--- src/rtl/pcc_pkg.sv ---
// Package: shared field widths, register addresses and the staged
// configuration type for the PLL commit controller.
// Assumes a 32-bit bus word; widths below must fit that word.
package pcc_pkg;
    parameter int BUS_W   = 32;
    parameter int ADDR_W  = 2;
    parameter int DIV_W   = 8;
    parameter int MUL_W   = 8;
    parameter int FRAC_W  = 22;
    parameter int SU_W    = 8;

    // Word addresses
    parameter logic [ADDR_W-1:0] A_UPD  = 2'd0;
    parameter logic [ADDR_W-1:0] A_CFGA = 2'd1;
    parameter logic [ADDR_W-1:0] A_CFGB = 2'd2;
    parameter logic [ADDR_W-1:0] A_STAT = 2'd3;

    // Field positions
    parameter int UPD_BIT = 31;
    parameter int SU_LSB  = 8;
    parameter int DIV_LSB = 8;
    parameter int EN_BIT  = 0;
    parameter int OE_BIT  = 1;
    parameter int LK_BIT  = 2;

    // Fixed divider code of the second PLL (ratio minus one: divide by two)
    parameter logic [DIV_W-1:0] FIXED_DIV_CODE = 8'd1;

    typedef struct packed {
        logic              en;
        logic              clkoe;
        logic              locken;
        logic [DIV_W-1:0]  div;
        logic [MUL_W-1:0]  mul;
        logic [FRAC_W-1:0] frac;
    } pll_cfg_t;
endpackage

--- src/rtl/pcc_regfile.sv ---
// Module: pcc_regfile
// Holds the staging registers, the selected index, the start-up field and
// the sticky error flag, and decodes the bus. Assumes one write and one
// read per cycle. An update-bit write is passed on as a request; it never
// alters the selected index or the start-up field.
module pcc_regfile
    import pcc_pkg::*;
#(
    parameter int IDX_W = 4
) (
    input  logic                clk,
    input  logic                rst_n,
    input  logic                wr_en,
    input  logic [ADDR_W-1:0]   wr_addr,
    input  logic [BUS_W-1:0]    wr_data,
    input  logic                rd_en,
    input  logic [ADDR_W-1:0]   rd_addr,
    output logic [BUS_W-1:0]    rd_data,
    input  logic                any_en,
    input  logic                cancel,
    output pll_cfg_t            staged,
    output logic [IDX_W-1:0]    sel_idx,
    output logic [SU_W-1:0]     startup,
    output logic                upd_req,
    output logic [IDX_W-1:0]    upd_idx
);
    logic     wr_upd, wr_cfga, wr_cfgb, rd_stat;
    logic     err_q;
    pll_cfg_t stg_q;

    // Bits of the bus word that no field uses
    logic unused_wr;
    assign unused_wr = ^wr_data;

    // Address decode of the write and read strobes
    always_comb begin
        wr_upd  = wr_en && (wr_addr == A_UPD);
        wr_cfga = wr_en && (wr_addr == A_CFGA);
        wr_cfgb = wr_en && (wr_addr == A_CFGB);
        rd_stat = rd_en && (rd_addr == A_STAT);
    end

    assign upd_req = wr_upd && wr_data[UPD_BIT];
    assign upd_idx = wr_data[IDX_W-1:0];
    assign staged  = stg_q;

    // Index and start-up field: written only with the update bit clear
    always_ff @(posedge clk) begin
        if (!rst_n) begin
            sel_idx <= '0;
            startup <= '0;
        end else if (wr_upd && !wr_data[UPD_BIT]) begin
            sel_idx <= wr_data[IDX_W-1:0];
            if (!any_en)
                startup <= wr_data[SU_LSB +: SU_W];
        end
    end

    // Staging registers for the next commit
    always_ff @(posedge clk) begin
        if (!rst_n) begin
            stg_q <= '0;
        end else begin
            if (wr_cfga) begin
                stg_q.en     <= wr_data[EN_BIT];
                stg_q.clkoe  <= wr_data[OE_BIT];
                stg_q.locken <= wr_data[LK_BIT];
                stg_q.div    <= wr_data[DIV_LSB +: DIV_W];
            end
            if (wr_cfgb) begin
                stg_q.mul  <= wr_data[MUL_W-1:0];
                stg_q.frac <= wr_data[MUL_W +: FRAC_W];
            end
        end
    end

    // Sticky error: a cancel outranks a clearing read in the same cycle
    always_ff @(posedge clk) begin
        if (!rst_n)
            err_q <= 1'b0;
        else if (cancel)
            err_q <= 1'b1;
        else if (rd_stat)
            err_q <= 1'b0;
    end

    // Read-back multiplexer; the update bit always reads as zero
    always_comb begin
        rd_data = '0;
        case (rd_addr)
            A_UPD: begin
                rd_data[IDX_W-1:0]       = sel_idx;
                rd_data[SU_LSB +: SU_W]  = startup;
            end
            A_CFGA: begin
                rd_data[EN_BIT]            = stg_q.en;
                rd_data[OE_BIT]            = stg_q.clkoe;
                rd_data[LK_BIT]            = stg_q.locken;
                rd_data[DIV_LSB +: DIV_W]  = stg_q.div;
            end
            A_CFGB: begin
                rd_data[MUL_W-1:0]       = stg_q.mul;
                rd_data[MUL_W +: FRAC_W] = stg_q.frac;
            end
            default: rd_data[0] = err_q;
        endcase
    end
endmodule

--- src/rtl/pcc_commit_check.sv ---
// Module: pcc_commit_check
// Decides whether an update request commits. It requires a matching
// in-range index and a legal shutdown order. Produces a one-hot load
// vector or a cancel. Purely combinational; assumes the request lasts one
// cycle.
module pcc_commit_check
    import pcc_pkg::*;
#(
    parameter int NPLL  = 2,
    parameter int IDX_W = 4
) (
    input  logic             upd_req,
    input  logic [IDX_W-1:0] upd_idx,
    input  logic [IDX_W-1:0] sel_idx,
    input  logic             stg_en,
    input  logic             stg_clkoe,
    input  logic [NPLL-1:0]  act_clkoe,
    output logic [NPLL-1:0]  load,
    output logic             cancel
);
    localparam logic [IDX_W-1:0] NPLL_L = IDX_W'(NPLL);

    logic idx_ok, order_ok, tgt_clkoe;

    // Output-clock enable currently active on the targeted PLL
    always_comb begin
        tgt_clkoe = 1'b0;
        for (int i = 0; i < NPLL; i++)
            if (upd_idx == IDX_W'(i))
                tgt_clkoe = act_clkoe[i];
    end

    // Index match, range and shutdown-order rules
    always_comb begin
        idx_ok   = (upd_idx == sel_idx) && (upd_idx < NPLL_L);
        order_ok = stg_en || !(stg_clkoe || tgt_clkoe);
        cancel   = upd_req && !(idx_ok && order_ok);
    end

    // One-hot load toward the targeted active set
    always_comb begin
        for (int i = 0; i < NPLL; i++)
            load[i] = upd_req && idx_ok && order_ok && (upd_idx == IDX_W'(i));
    end
endmodule

--- src/rtl/pcc_active_slot.sv ---
// Module: pcc_active_slot
// Active register set of one PLL. It loads the staged settings on a
// commit and pulses a strobe in the cycle after. With HAS_DIV = 0 the
// divider is not stored and a fixed divide-by-two code is driven instead.
module pcc_active_slot
    import pcc_pkg::*;
#(
    parameter bit HAS_DIV = 1'b1
) (
    input  logic              clk,
    input  logic              rst_n,
    input  logic              load,
    input  pll_cfg_t          staged,
    output logic              en,
    output logic              clkoe,
    output logic              locken,
    output logic [DIV_W-1:0]  div,
    output logic [MUL_W-1:0]  mul,
    output logic [FRAC_W-1:0] frac,
    output logic              stb
);
    // Common fields and commit strobe
    always_ff @(posedge clk) begin
        if (!rst_n) begin
            en     <= 1'b0;
            clkoe  <= 1'b0;
            locken <= 1'b0;
            mul    <= '0;
            frac   <= '0;
            stb    <= 1'b0;
        end else begin
            stb <= load;
            if (load) begin
                en     <= staged.en;
                clkoe  <= staged.clkoe;
                locken <= staged.locken;
                mul    <= staged.mul;
                frac   <= staged.frac;
            end
        end
    end

    generate
        if (HAS_DIV) begin : g_prog_div
            // Programmable post-divider register
            always_ff @(posedge clk) begin
                if (!rst_n)
                    div <= '0;
                else if (load)
                    div <= staged.div;
            end
        end else begin : g_fixed_div
            logic unused_div;
            assign unused_div = ^staged.div;
            assign div        = FIXED_DIV_CODE;
        end
    endgenerate
endmodule

--- src/rtl/pll_commit_ctrl.sv ---
// Module: pll_commit_ctrl (top)
// Staged PLL configuration with an index-plus-update commit. Instantiates
// the register file, the commit checker and one active set per PLL. Only
// PLL 0 has a programmable post-divider.
module pll_commit_ctrl
    import pcc_pkg::*;
#(
    parameter int NPLL  = 2,
    parameter int IDX_W = 4
) (
    input  logic                     clk,
    input  logic                     rst_n,
    input  logic                     wr_en,
    input  logic [ADDR_W-1:0]        wr_addr,
    input  logic [BUS_W-1:0]         wr_data,
    input  logic                     rd_en,
    input  logic [ADDR_W-1:0]        rd_addr,
    output logic [BUS_W-1:0]         rd_data,
    output logic [NPLL-1:0]          pll_en,
    output logic [NPLL-1:0]          pll_clkout_gate,
    output logic [NPLL-1:0]          pll_lock_en,
    output logic [NPLL*DIV_W-1:0]    pll_postdiv,
    output logic [NPLL*MUL_W-1:0]    pll_mul,
    output logic [NPLL*FRAC_W-1:0]   pll_frac,
    output logic [NPLL-1:0]          commit_stb,
    output logic [SU_W-1:0]          startup_time
);
    pll_cfg_t         staged;
    logic [IDX_W-1:0] sel_idx, upd_idx;
    logic             upd_req, cancel;
    logic [NPLL-1:0]  load;

    pcc_regfile #(.IDX_W(IDX_W)) u_regs (
        .clk     (clk),
        .rst_n   (rst_n),
        .wr_en   (wr_en),
        .wr_addr (wr_addr),
        .wr_data (wr_data),
        .rd_en   (rd_en),
        .rd_addr (rd_addr),
        .rd_data (rd_data),
        .any_en  (|pll_en),
        .cancel  (cancel),
        .staged  (staged),
        .sel_idx (sel_idx),
        .startup (startup_time),
        .upd_req (upd_req),
        .upd_idx (upd_idx)
    );

    pcc_commit_check #(.NPLL(NPLL), .IDX_W(IDX_W)) u_check (
        .upd_req   (upd_req),
        .upd_idx   (upd_idx),
        .sel_idx   (sel_idx),
        .stg_en    (staged.en),
        .stg_clkoe (staged.clkoe),
        .act_clkoe (pll_clkout_gate),
        .load      (load),
        .cancel    (cancel)
    );

    generate
        for (genvar i = 0; i < NPLL; i++) begin : g_slot
            pcc_active_slot #(.HAS_DIV(i == 0)) u_slot (
                .clk    (clk),
                .rst_n  (rst_n),
                .load   (load[i]),
                .staged (staged),
                .en     (pll_en[i]),
                .clkoe  (pll_clkout_gate[i]),
                .locken (pll_lock_en[i]),
                .div    (pll_postdiv[i*DIV_W +: DIV_W]),
                .mul    (pll_mul[i*MUL_W +: MUL_W]),
                .frac   (pll_frac[i*FRAC_W +: FRAC_W]),
                .stb    (commit_stb[i])
            );
        end
    endgenerate
endmodule

--- config.mk ---
export PLATFORM = sky130hd
export DESIGN_NAME = pll_commit_ctrl
export DESIGN_NICKNAME = d
export VERILOG_FILES = /design/src/rtl/pcc_pkg.sv /design/src/rtl/pcc_regfile.sv /design/src/rtl/pcc_commit_check.sv /design/src/rtl/pcc_active_slot.sv /design/src/rtl/pll_commit_ctrl.sv
export SDC_FILE = /design/constraint.sdc
export NUM_CORES = 1
export LEC_CHECK = 0
export BUFFER_PORTS_ARGS = -buffer_cell sky130_fd_sc_hd__buf_2
export CORE_ASPECT_RATIO = 1.1
export CORE_MARGIN = 2
export CORE_UTILIZATION = 46
export DETAILED_ROUTE_END_ITERATION = 10
export GPL_ROUTABILITY_DRIVEN = 0
export PLACE_DENSITY = 0.85
export SLEW_MARGIN = 0
export SYNTH_ARGS = -nofsm -noshare
export SYNTH_HDL_FRONTEND = slang
export SYNTH_SLANG_ARGS = --single-unit
export TNS_END_PERCENT = 50
--- constraint.sdc ---
create_clock -name clk -period 1.64 [get_ports clk]
set_input_delay 0.246 -clock clk [delete_from_list [all_inputs] [get_ports clk]]
set_output_delay 0.246 -clock clk [all_outputs]
set_load 0.05 [all_outputs]
==> flow_summary_export.csv, run 1 <==
group,metric,value,unit
worst_setup_path,path_max_fanout,21,
worst_setup_path,end_kind,"flop",
power_and_ir_drop,p_leak,2.99,nW
cells_and_area,seq_area,0.00261,mm2
cells_and_area,drive_above_1_share,0.296,
logic_synthesis,yosys_warnings,0,
logic_synthesis,synth_seq_cells,130,
global_routing,grt_pass1_vias,4424,
timing,setup_tns,-12220,ps
logic_synthesis,yosysMostFrequentCell,"nand2_1",
cells_and_area,fillers,958,
die,die_h,118,um
cells_and_area,instances_no_fill,916,
placement,dpl.cell_count,886,
cells_and_area,syn2layout_area_growth,28.5,%
routing,drt_iter0_drc,286,
die,rows,41,
die,core,0.0114,mm2
die,die_width,107,um
global_routing,grt_pass1_wl,21900,um
clock_network,cts_tree,"done",
clock_network,clock_latency,400,ps
run_status,violations,"setup timing",
timing,fmax,0.542,GHz
timing,fin_skew,7.13,ps
placement,port_buffers,152,
logic_synthesis,async_reset_ff_frac,0,
routing,vias,4632,
clock_network,post-cts-setup-buffers,0,
timing,drv_slew,0,
global_routing,grt_max_degree,55,
hold_path,min_path_type,"input pin to flop",
routing,first_pass_iters,4,
logic_synthesis,ys_seq_area_frac,0.482,
clock_network,clockBufferDepth,2,
worst_setup_path,cp.arrival,2170,ps
clock_network,cts_sinks,130,
logic_synthesis,yosys_most_used_dff,"dfxtp_1",
global_routing,track_usage,0.217,
flow_run,maxCapViolations,0,
logic_synthesis,synth_area_leaders,"dfxtp_1, mux2i_1, nand2_1",
timing,rsz0062_at_grt,"yes",
logic_synthesis,yosys.area.top_type,"dfxtp_1",
clock_network,cts.clk_slew.worst_paths,50,ps
timing,period_minus_slack,1840,ps
logic_synthesis,postSynthAreaPerCell,8.93,um2
routing,wl,13500,um
placement,hpwl,9700,um
logic_synthesis,synth_cells,605,
clock_network,h-tree-depth,4,
routing,drc,0,
run_status,outcome,"finished with violations",
die,die_area,0.0126,mm2
global_routing,grt.overflow.total,0,
placement,pre_cts_ws,-358,ps
die,initial_core_util,0.472,
global_routing,antenna_found_initial,0,
logic_synthesis,synth_commonest_cells,"nand2_1, dfxtp_1, mux2i_1, a21oi_1, clkbuf_1",
routing,vias_per_cell,5.06,
cells_and_area,n_antenna_cell,0,
routing,drtAntennaViolNets,0,
logic_synthesis,synth_edf_count,0,
cells_and_area,post-route-util,0.607,
timing,setup_viol,75,
timing,fin_crit_sh,1.12,
timing,worst_slack,-204,ps
worst_setup_path,critPathRequiredTime,1960,ps
worst_setup_path,crit_type,"flop to flop",
worst_setup_path,startpoint_type,"flop",
routing,wl_per_cell,14.8,um
logic_synthesis,syn_area,0.00540,mm2
logic_synthesis,yosysTopAreaCellShare,0.482,
logic_synthesis,yosysUniqueCellTypes,32,
cells_and_area,multi_input_area,0.00248,mm2
power_and_ir_drop,p_per_area,1050,mW/mm2
clock_network,cts_buffers,17,
clock_network,cts-root-buf,"clkbuf_16",
cells_and_area,nets,795,
power_and_ir_drop,max-vdd-ir-drop,0.642,mV
timing,finalHoldViolCount,0,
die,num_io_pins,164,
## sequential cells by signal, summed over array words and instances, names as in the netlist
name	cells
g_slot.u_slot.stb	2
g_slot.u_slot.mul	16
u_regs.sel_idx	4
u_regs.err_q	1
g_slot.u_slot.en	2
u_regs.startup	8
g_slot.u_slot.locken	2
g_slot.u_slot.clkoe	2
u_regs.staged	41
g_slot.u_slot.frac	44
g_slot.u_slot.div	8
## stage by stage
stage | cell area (um2) | hold slack [ps] | power [W]
2_1_floorplan | 5480 | 382 | 0.00362
3_3_place_gp | 6370 | 439 | 0.00378
3_5_place_dp | 6370 | 444 | 0.00378
4_1_cts | 6940 | 72.1 | 0.00735
5_1_grt | 6940 | 68.2 | 0.00753
6_report | 6940 | 83.0 | 0.00731
## layout by cell type (no fill, tap or decap), types with 10 or more instances in the layout
| cell | netlist | routed |
|---|---|---|
| buf_4 | 19 | 23 |
| mux2i_1 | 99 | 99 |
| buf_2 | 1 | 149 |
| and2_1 | 18 | 18 |
| clkbuf_16 | 0 | 17 |
| nand2_1 | 195 | 195 |
| dfxtp_1 | 130 | 128 |
| nor2_1 | 21 | 21 |
| conb_1 | 2 | 10 |
| a21oi_1 | 41 | 41 |
## area by class of cell
cell class / count / area share
inverter: 3 / 0.00162
clock inverter: 5 / 0.0112
tap: 150 / 0.0270
clock buffer: 25 / 0.0699
sequential: 130 / 0.375
timing repair buffer: 182 / 0.158
multi-input combinational: 421 / 0.357
## report_power, final
part           internal, W  switching, W  total [W]
logic             0.000155      0.000331   0.000487
clock network      0.00234       0.00125    0.00359
registers          0.00320     0.0000342    0.00324
## final timing paths
check                                               start                        end  slack [ps]  cells past startpoint
worst max-delay path                    u_regs.sel_idx[1]  g_slot[0].u_slot.frac[20]        -200                      5
worst min-delay path                          wr_data[29]          u_regs.staged[21]          80                      3
worst max register to register          u_regs.sel_idx[1]  g_slot[0].u_slot.frac[20]        -200                      5
worst min register to register  g_slot[1].u_slot.frac[10]  g_slot[1].u_slot.frac[10]         450                      2
## per-layer routing
metal / up-vias / GRT usage / wire (um) / share of wire
met3: 19 / 0.0432 / 681 / 0.050
met5: - / 0 / 0 / 0
met2: 147 / 0.363 / 6620 / 0.49
met4: 0 / 0.0785 / 212 / 0.016
li1: 2274 / - / - / -
met1: 2192 / 0.277 / 6000 / 0.44
## worst max-delay path: stages, from the launching register on
cell,delay [ps]
dfxtp_2,320
or4_4,420
and4bb_1,320
o211a_2,260
buf_12,200
mux2i_1,220
## logic make-up after synthesis
kind of cell	share of synthesized area
muxes	0.188
buffers and inverters	0.0753
other	0.00139
and+or+nand+nor	0.199
DFF	0.482
AOI/OAI and AO/OA	0.0554
## repair_timing
action                     4_1_cts  5_1_grt
gates resized for setup          2        3
setup endpoints to repair       75       76
cloned                           0        0
hold buffers                     0        0
Power figures use the tool's default switching activity.
==> run 2, diff against run 1 <==
- CORE_UTILIZATION: 46 -> 48
- CTS_BUF_LIST: not set -> sky130_fd_sc_hd__clkbuf_2 sky130_fd_sc_hd__clkbuf_4 sky130_fd_sc_hd__clkbuf_8
- HOLD_SLACK_MARGIN: not set -> 0.08
- PLACE_DENSITY: 0.85 -> 0.87
==> run 2 against run 1 <==
- the run still ends with setup timing left
- worst hold slack better by 14 ps
- power down 1.5%
- sequential share of layout area down 1.4 points
- final cell count up 2.6%
- combinational power up 14%
- sequential cell count unchanged
- critical path depth unchanged
- setup slack worse by 47 ps
- maximum frequency down 2.5%
- sequential power about the same
- critical path type unchanged
- highest routed layer unchanged
==> flow_summary_export.csv, run 2 (synthesis gave the netlist of run 1 again) <==
group,metric,value,unit
clock_network,cts_buffers,17,
die,die_h,115,um
worst_setup_path,r2r-start,"u_regs.sel_idx[1]",
die,num_io_pins,164,
worst_setup_path,critPathRequiredTime,1980,ps
routing,first_pass_iters,5,
clock_network,cts_sinks,130,
worst_setup_path,path_max_fanout,16,
run_status,violations,"setup timing",
placement,dpl.cell_count,881,
cells_and_area,fillers,855,
routing,drc,0,
worst_setup_path,startpoint_type,"flop",
clock_network,clockBufferDepth,2,
clock_network,h-tree-depth,4,
timing,period_minus_slack,1890,ps
cells_and_area,drive_above_1_share,0.303,
hold_path,min_path_type,"input pin to flop",
timing,setup_viol,75,
die,rows,40,
timing,fin_crit_sh,1.15,
routing,drtAntennaViolNets,0,
placement,port_buffers,152,
global_routing,grt.overflow.total,0,
routing,vias_per_cell,5.13,
worst_setup_path,reg2reg_slack,-250,ps
run_status,outcome,"finished with violations",
cells_and_area,largest_reg_flops,44,
global_routing,antenna_found_initial,0,
routing,drt_iter0_drc,345,
timing,fin_skew,10.6,ps
die,initial_core_util,0.493,
cells_and_area,final_cell_mix,"nand2_1, buf_2, dfxtp_1",
worst_setup_path,cp.arrival,2230,ps
power_and_ir_drop,p_per_area,997,mW/mm2
timing,finalHoldViolCount,0,
cells_and_area,syn2layout_area_growth,33.8,%
cells_and_area,nets,820,
global_routing,grt_pass1_wl,23400,um
global_routing,grt_pass1_vias,4600,
routing,wl_per_cell,16.2,um
timing,worst_slack,-251,ps
clock_network,cts.clk_slew.worst_paths,80,ps
cells_and_area,n_antenna_cell,0,
global_routing,grt_max_degree,89,
die,die_width,105,um
timing,rsz0062_at_grt,"yes",
hold_path,min_path_cells,3,
timing,drv_slew,0,
timing,setup_tns,-12010,ps
hold_path,holdPathEnd,"u_regs.staged[6]",
clock_network,cts-root-buf,"clkbuf_8",
power_and_ir_drop,max-vdd-ir-drop,0.541,mV
hold_path,hp-start,"wr_data[14]",
flow_run,maxCapViolations,0,
global_routing,track_usage,0.248,
die,core,0.0110,mm2
worst_setup_path,r2r-end,"g_slot[1].u_slot.mul[6]",
worst_setup_path,r2r_cells,5,
power_and_ir_drop,p_leak,3.09,nW
cells_and_area,instances_no_fill,940,
placement,hpwl,9660,um
worst_setup_path,crit_type,"flop to flop",
clock_network,clock_latency,430,ps
die,die_area,0.0121,mm2
cells_and_area,layout_commonest_cell,"nand2_1",
timing,fmax,0.529,GHz
clock_network,cts_tree,"done",
worst_setup_path,end_kind,"flop",
routing,vias,4826,
routing,wl,15200,um
cells_and_area,top_register,"g_slot.u_slot.frac",
==> run 2: where the power goes <==
group | internal (W) | switching, W
sequential | 0.00319 | 0.0000347
clock | 0.00214 | 0.00128
combinational | 0.000204 | 0.000354
==> run 2: layer usage <==
metal  part of all wire  vias up  track usage
met4              0.029        0        0.117
met3              0.055       34       0.0612
met5                  0        -            0
met2               0.51      213        0.426
li1                   -     2315            -
met1               0.41     2264        0.293
==> run 2: worst max path at each step <==
stage / start / depth (start not counted) / slack [ps] / endpoint
floorplan: wr_data[3] / 6 / -110 / g_slot[1].u_slot.clkoe
global route: u_regs.sel_idx[1] / 5 / -310 / g_slot[1].u_slot.mul[6]
detailed placement: wr_data[3] / 6 / -370 / g_slot[0].u_slot.div[4]
CTS: u_regs.sel_idx[1] / 5 / -220 / g_slot[0].u_slot.frac[1]
global placement: wr_data[3] / 6 / -300 / g_slot[0].u_slot.div[4]
finish: u_regs.sel_idx[1] / 5 / -250 / g_slot[1].u_slot.mul[6]
==> run 2: critical path, stage by stage (launching register included) <==
cell and delay [ps]:
dfxtp_1 320, or4_4 420, and4bb_1 340, o2111a_2 280, buf_12 190, mux2i_1 240
==> run 2: layout make-up <==
cell class	instances	area, um2	area share
repair buffers	207	1420	0.197
flip-flops and latches	130	2610	0.361
inverters	3	11.3	0.00156
clock inverters	11	221	0.0306
multi-input cells	421	2490	0.345
clock buffers	21	289	0.0400
well taps	147	184	0.0255
==> run 2: timing repair <==
action                                 4_1_cts  5_1_grt
pin swaps                                    0        0
endpoints found under the hold margin       29        1
gates cloned                                 0        1
setup endpoints to repair                   76       82
gates resized for setup                      9       12
buffers inserted                             4        0
hold buffers                                22        1
==> run 2: stage by stage <==
stage	cell area, um2	total power, W	hold WS (ps)	util	setup slack [ps]
after floorplan	5480	0.00362	382	-	-113
after global placement	6390	0.00379	440	0.583	-297
after detailed placement	6390	0.00380	445	0.583	-374
after CTS	7160	0.00721	81.7	0.653	-222
after global routing	7230	0.00744	83.9	0.659	-307
final	7230	0.00720	96.8	0.659	-251
==> run 3, diff against run 2 <==
- SETUP_SLACK_MARGIN: not set -> 0.02
==> run 3 against run 2 <==
- utilization increased by 0.51 points
- combinational power about the same
- sequential power about the same
- the flow still finishes with violations (setup timing)
- clock skew decreased by 1.8 ps
- clock-buffer cell count unchanged
- largest power group unchanged
==> flow_summary_export.csv, run 3 (synthesis gave the netlist of run 1 again) <==
group,metric,value,unit
routing,vias_per_cell,5.17,
cells_and_area,postLayoutCellArea,0.00728,mm2
clock_network,cts_buffers,17,
cells_and_area,layout_commonest_cell,"nand2_1",
cells_and_area,nets,821,
cells_and_area,final_cell_mix,"nand2_1, buf_2, dfxtp_1",
worst_setup_path,r2r-start,"u_regs.sel_idx[1]",
timing,period_minus_slack,1880,ps
die,initial_core_util,0.493,
die,core,0.0110,mm2
clock_network,h-tree-depth,4,
run_status,outcome,"finished with violations",
worst_setup_path,startpoint_type,"flop",
power_and_ir_drop,max-vdd-ir-drop,0.550,mV
timing,setup_viol,75,
timing,hold_slack,94.3,ps
cells_and_area,fillers,843,
clock_network,cts-root-buf,"clkbuf_8",
hold_path,min_path_type,"input pin to flop",
routing,first_pass_iters,5,
worst_setup_path,path_max_fanout,17,
worst_setup_path,crit_type,"flop to flop",
hold_path,hp-start,"wr_data[14]",
placement,hpwl,9660,um
timing,fmax,0.532,GHz
worst_setup_path,startpoint,"u_regs.sel_idx[1]",
power_and_ir_drop,p_leak,3.11,nW
flow_run,maxCapViolations,0,
power_and_ir_drop,intPower,0.00554,W
global_routing,grt_pass1_vias,4570,
routing,vias,4870,
clock_network,clock_latency,440,ps
clock_network,cts.clk_slew.worst_paths,80,ps
cells_and_area,syn2layout_area_growth,34.8,%
placement,pre_cts_ws,-374,ps
die,die_area,0.0121,mm2
run_status,violations,"setup timing",
timing,worst_slack,-238,ps
power_and_ir_drop,p_seq_frac,0.447,
power_and_ir_drop,p_per_area,992,mW/mm2
routing,wl,15600,um
timing,rsz0062_at_grt,"yes",
clock_network,cts_tree,"done",
placement,port_buffers,152,
cells_and_area,largest_reg_flops,44,
timing,fin_crit_sh,1.15,
timing,fin_skew,8.79,ps
timing,finalHoldViolCount,0,
placement,dpl-instance-area,0.00639,mm2
cells_and_area,top_register,"g_slot.u_slot.frac",
routing,drt_iter0_drc,371,
worst_setup_path,end_kind,"flop",
clock_network,cts_sinks,130,
global_routing,grt.overflow.total,0,
power_and_ir_drop,clkPwrFrac,0.475,
timing,drv_slew,0,
global_routing,track_usage,0.248,
cells_and_area,drive_above_1_share,0.302,
worst_setup_path,cp.arrival,2240,ps
die,die_h,115,um
die,num_io_pins,164,
routing,drtAntennaViolNets,0,
clock_network,clockBufferDepth,2,
power_and_ir_drop,switching_share,0.233,
global_routing,antenna_found_initial,0,
power_and_ir_drop,combPwrFrac,0.077,
routing,wl_per_cell,16.5,um
worst_setup_path,reg2reg_slack,-240,ps
routing,drc,0,
power_and_ir_drop,p_switching,0.00168,W
global_routing,grt_max_degree,89,
die,rows,40,
worst_setup_path,critPathRequiredTime,2000,ps
die,die_width,105,um
global_routing,grt_pass1_wl,23300,um
==> run 3: cell types whose count changed in the layout (fill, tap and decap cells not counted), moves of 2 or more <==
| cell | previous run | this run |
|---|---|---|
| buf_4 | 23 | 20 |
| dfxtp_2 | 4 | 2 |
| buf_6 | 1 | 4 |
| clkbuf_16 | 1 | 3 |
| dfxtp_1 | 125 | 128 |
==> run 3: worst paths after layout <==
check / end / cells past startpoint
worst max-delay path: g_slot[1].u_slot.mul[1] / 5
worst min-delay path: u_regs.staged[6] / 3
worst max register to register: g_slot[1].u_slot.mul[1] / 5
worst min register to register: g_slot[0].u_slot.mul[3] / 2
==> run 3: timing repair <==
action,4_1_cts,5_1_grt
endpoints found under the hold margin,29,1
cloned,0,4
pin swaps,0,0
hold buffers,22,1
buffers inserted,1,0
endpoints found under the setup margin,76,83
resized for setup,6,17
==> run 3: critical path, stage by stage, from the launching register on <==
cell and delay, ps:
dfxtp_1 320, or4_4 420, and4bb_2 350, o2111a_2 260
buf_12 190, mux2i_2 250
==> run 3: through the flow <==
step	utilization	instances	total power (W)	setup TNS, ps
after CTS	0.652	936	0.00721	-11680
after global placement	0.583	881	0.00379	-20140
after floorplan	-	613	0.00362	-6740
final	0.664	942	0.00722	-13410
after global routing	0.664	941	0.00744	-17120
after detailed placement	0.583	881	0.00380	-22970
==> run 3: layer usage <==
layer,vias up,part of all wire,GRT usage
met5,-,0,0
met1,2292,0.42,0.292
met3,46,0.054,0.0612
li1,2320,-,-
met2,212,0.49,0.428
met4,0,0.031,0.114
==> run 3: final cells by class <==
| class | count | area [um2] | share of cell area |
|---|---|---|---|
| Clock inverter | 11 | 221 | 0.0304 |
| Multi-Input combinational cell | 421 | 2490 | 0.342 |
| Antenna cell | 1 | 2.50 | 0.000344 |
| Sequential cell | 130 | 2610 | 0.358 |
| Timing Repair Buffer | 208 | 1480 | 0.203 |
| Tap cell | 147 | 184 | 0.0253 |
| Inverter | 3 | 11.3 | 0.00155 |
| Clock buffer | 21 | 289 | 0.0397 |
==> run 3: power groups by stage <==
stage | clock network, W | logic, W | registers [W]
6_report | 0.00343 | 0.000557 | 0.00323
5_1_grt | 0.00362 | 0.000591 | 0.00324
4_1_cts | 0.00343 | 0.000542 | 0.00323
3_5_place_dp | 0 | 0.000494 | 0.00330
3_3_place_gp | 0 | 0.000485 | 0.00330
2_1_floorplan | 0 | 0.000315 | 0.00331
